==> config.mk <==
export PLATFORM = sky130hd
export DESIGN_NAME = dsdac_top
export DESIGN_NICKNAME = d
export VERILOG_FILES = /design/src/rtl/dsdac_pkg.sv /design/src/rtl/dsdac_delta.sv /design/src/rtl/dsdac_sigma.sv /design/src/rtl/dsdac_top.sv
export SDC_FILE = /design/constraint.sdc
export NUM_CORES = 1
export LEC_CHECK = 0
export ABC_CLOCK_PERIOD_IN_PS = 2700
export CORE_AREA = 5 5 42 44
export CTS_CLUSTER_SIZE = 14
export DETAILED_ROUTE_END_ITERATION = 6
export DIE_AREA = 0 0 47 49
export PLACE_DENSITY = 0.69
export SLEW_MARGIN = 20
export SYNTH_ARGS = -nofsm -noshare
export SYNTH_HDL_FRONTEND = slang
export SYNTH_SLANG_ARGS = --single-unit
==> constraint.sdc <==
create_clock -name clk -period 2.7 [get_ports clk]
set_input_delay 0.81 -clock clk [delete_from_list [all_inputs] [get_ports clk]]
set_output_delay 0.81 -clock clk [all_outputs]
set_load 0.05 [all_outputs]
==> src/rtl/dsdac_pkg.sv <==
package dsdac_pkg;

   // accumulator carries one headroom bit above the output bit and one guard bit
   function automatic int unsigned acc_width(input int unsigned code_w);
      return code_w + 2;
   endfunction

   // full-scale weight of a single output pulse, expressed in code steps
   function automatic longint unsigned pulse_weight(input int unsigned code_w);
      return longint'(1) << code_w;
   endfunction

endpackage

==> src/rtl/dsdac_delta.sv <==
module dsdac_delta #(
   parameter int unsigned DAC_W    = 8,
   parameter bit          CHEAP_FB = 1'b1,
   localparam int unsigned ACC_W   = dsdac_pkg::acc_width(DAC_W)
) (
   input  logic [DAC_W-1:0] code_i,
   input  logic             fb_i,
   output logic [ACC_W-1:0] delta_o
);

   generate
      if (CHEAP_FB) begin : g_concat
         // code < 2^W, so code - 2^W is the code with the two upper bits set
         always_comb begin
            delta_o = fb_i ? {2'b11, code_i} : {2'b00, code_i};
         end
      end else begin : g_subtract
         localparam logic [ACC_W-1:0] WEIGHT = {2'b01, {DAC_W{1'b0}}};
         always_comb begin
            delta_o = {2'b00, code_i} - (fb_i ? WEIGHT : '0);
         end
      end
   endgenerate

endmodule

==> src/rtl/dsdac_sigma.sv <==
module dsdac_sigma #(
   parameter int unsigned DAC_W  = 8,
   localparam int unsigned ACC_W = dsdac_pkg::acc_width(DAC_W)
) (
   input  logic             clk,
   input  logic             rst_n,
   input  logic [ACC_W-1:0] delta_i,
   output logic [ACC_W-1:0] acc_q
);

   logic [ACC_W-1:0] acc_d;

   always_comb begin
      acc_d = acc_q + delta_i;
   end

   always_ff @(posedge clk or negedge rst_n) begin
      if (!rst_n) begin
         acc_q <= '0;
      end else begin
         acc_q <= acc_d;
      end
   end

endmodule

==> src/rtl/dsdac_top.sv <==
module dsdac_top #(
   parameter int unsigned DAC_W    = 8,
   parameter bit          CHEAP_FB = 1'b1
) (
   input  logic             clk,
   input  logic             rst_n,
   input  logic [DAC_W-1:0] code_i,
   output logic             bit_o
);

   localparam int unsigned ACC_W = dsdac_pkg::acc_width(DAC_W);

   generate
      if (DAC_W < 2 || DAC_W > 24) begin : g_bad_width
         $error("dsdac_top: DAC_W must lie in 2..24");
      end
   endgenerate

   logic [ACC_W-1:0] delta;
   logic [ACC_W-1:0] acc_q;

   dsdac_delta #(
      .DAC_W   (DAC_W),
      .CHEAP_FB(CHEAP_FB)
   ) u_delta (
      .code_i (code_i),
      .fb_i   (bit_o),
      .delta_o(delta)
   );

   dsdac_sigma #(
      .DAC_W(DAC_W)
   ) u_sigma (
      .clk    (clk),
      .rst_n  (rst_n),
      .delta_i(delta),
      .acc_q  (acc_q)
   );

   // output bit comes straight from the accumulator register
   assign bit_o = acc_q[DAC_W];

endmodule

==> reports/metrics.yaml <==
areaGrowthSynthToFinish_pct: 26.7
drive_above_1_share_pct: 6.15
antenna_found_initial: 0
die_x_um: 47
grt_use_total_pct: 10.1
grt_first_pass_wirelength_um: 1690
clock_path_buffers: 2
reg_top3: "u_sigma.acc_q x9"
drtIter0Drc: 3
ys_top_cells_by_count: "9 x dfrtp_1, 8 x ha_1, 5 x a21oi_1, 3 x nand2_1"
core_um2: 1400
critPathKind: "primary input to flop"
synth_seq_area_share_pct: 41.0
end_kind: "flop"
critPathMaxStageDelay_ns: 0.40
async_flop_share_pct: 100
p_leak_nw: 0.316
slew-limit-headroom_pct: 67.2
path_clk_slew_ns: 0.06
cts_buffers: 3
first_pass_iters: 2
dp_hpwl_um: 825
cts_resized: 0
wl_um: 990
overflow: 0
ant_nets: 0
worstSetupStartpointType: "primary input"
start_util_pct: 39.2
synthCells: 51
ioPinCount: 11
clock-sinks: 9
cpMostUsedCell: "nor2_1"
place_inst: 77
cts_tree: "done"
antennaDiodeCount: 0
rsz0062_at_grt: "no"
max_slew.worst_pin.slew_ns: 0.490
regMostFlops: "u_sigma.acc_q"
gp_congestion: 0.691
synthesis.nets: 70
cts_hold_buf: 0
h-tree-depth: 1
die_h_um: 49
met2_usage_pct: 14.5
grt.busiest_layer: "met2"
fin_crit_ns: 2.27
ys_ff_latch: 9
timing.final.crit_share_pct: 84.2
synth_cell_type_count: 21
cp_top_family: "adder cells"
wire_per_inst_um: 12.2
crit_chain: "clkdlybuf4s50_1 > ha_1 > fa_1 > a21oi_1 > nor2_1 > nor2_1 > o21ai_0"
die-area_um2: 2300
io_buffers: 10
max_freq_mhz: 440
finalHoldViolCount: 0
critPathArrivalTime_ns: 2.41
synthTopCellsByArea: "dfrtp_1 41%, ha_1 18%, a21oi_1 4.6%, a311o_1 3.6%, fa_1 3.6%"
yosysTopAreaCellShare_pct: 41.0
path_depth: 7
cp.buffers_inverters: 1
design_area_um2: 696
place_area_um2: 669
synth_warnings: 0
hp-class: "flop to flop"
synth.most_common_cell: "dfrtp_1"
fin_cells: 81
clk_latency_ns: 0.26
met1_usage_pct: 13.0
yosysTopAreaCell: "dfrtp_1"
post-cts-setup-buffers: 0
vias: 418
drc_errors: 0
critPathSlowestCell: "clkdlybuf4s50_1"
setup_viol: 0
slew_viol_final: 0
powerDensity_nw_per_um2: 1130
required_ns: 2.84
first_global_vias: 425
status: "finished, final reports clean"
ir_worst_vdd_mv: 0.573
globalRouteMet3Util_pct: 3.32
crit_fanout: 2
synth_edf_count: 0
synth_area_um2: 549
skew_ns: 0.00375
cts_root_buf: "clkbuf_4"
nets: 85
utilization_pct: 49.6
worstRegToRegCells: 5
vias_per_cell: 5.16
grt_max_degree: 10
syn_area_per_cell_um2: 10.8
finalSetupTns_ns: 0
synth_flop_cell: "dfrtp_1"
largest_reg_flops: 9
rows: 14
drv_cap: 0
hold_path_depth: 1
cells by family after synthesis:
kind of cell             share of synthesized area [%]
AO/OA/AOI/OAI                                     16.4
XOR/XNOR                                          6.38
adder cells (fa/ha/maj)                           21.9
buffers and inverters                             2.05
flip-flops                                        41.0
multiplexers                                      1.82
AND/OR/NAND/NOR                                   10.5
cells in the final DEF, fill, tap and decap left out:
cell type / count
o21ai_0: 1
a221oi_1: 1
o21bai_1: 1
a2111oi_0: 1
xor2_1: 2
xnor2_1: 2
dfrtp_1: 9
mux2i_1: 1
nand3_1: 2
clkbuf_4: 3
a311o_1: 2
a21o_1: 2
nand2_1: 3
ha_1: 8
fa_1: 1
inv_1: 2
clkdlybuf4s50_1: 10
inv_2: 1
nor4_1: 1
nor2b_1: 2
nor3_1: 2
clkbuf_1: 1
a21oi_1: 5
nor2_1: 2
through the flow:
| step | hold slack, ns | power (mW) | setup slack [ns] |
|---|---|---|---|
| floorplan | 0.443 | 0.585 | 0.721 |
| global placement | 0.459 | 0.671 | 0.163 |
| detailed placement | 0.461 | 0.688 | 0.155 |
| CTS | 0.475 | 0.798 | 0.428 |
| global route | 0.485 | 0.864 | 0.317 |
| finish | 0.474 | 0.787 | 0.427 |
path summary, 6_finish.rpt:
path	from	to	slack, ns
setup reg to reg	u_sigma.acc_q[4]	u_sigma.acc_q[7]	1.04
min in group asynchronous	rst_n	u_sigma.acc_q[7]	0.84
max in group asynchronous	rst_n	u_sigma.acc_q[1]	1.58
setup / recovery	code_i[0]	u_sigma.acc_q[8]	0.43
hold / removal	u_sigma.acc_q[0]	u_sigma.acc_q[0]	0.47
hold reg to reg	u_sigma.acc_q[0]	u_sigma.acc_q[0]	0.47
worst register-to-register path, cell delays in order, from the launching register on:
cell and delay [ns]:
dfrtp_1 0.37, ha_1 0.35, a21o_1 0.22, a2111oi_0 0.45
mux2i_1 0.13, nand2_1 0.08
layer usage:
layer	wire [um]	part of all wire (%)
met4	8	0.81
met1	431	44
met3	47	4.7
met2	504	51
met5	0	0
power breakdown:
group / switching (mW) / leakage [nW] / internal (mW) / total, mW
registers: 0.0260 / 0.105 / 0.210 / 0.236
logic: 0.242 / 0.196 / 0.202 / 0.444
clock network: 0.0502 / 0.0150 / 0.0571 / 0.107
layout make-up:
class | count | area (um^2)
well taps | 16 | 20.0
fillers | 143 | 706
flip-flops and latches | 9 | 225
multi-input cells | 39 | 313
inverters | 3 | 11.3
clock buffers | 4 | 26.3
repair buffers | 10 | 100
Note: power is estimated with default switching activity, not from simulation.
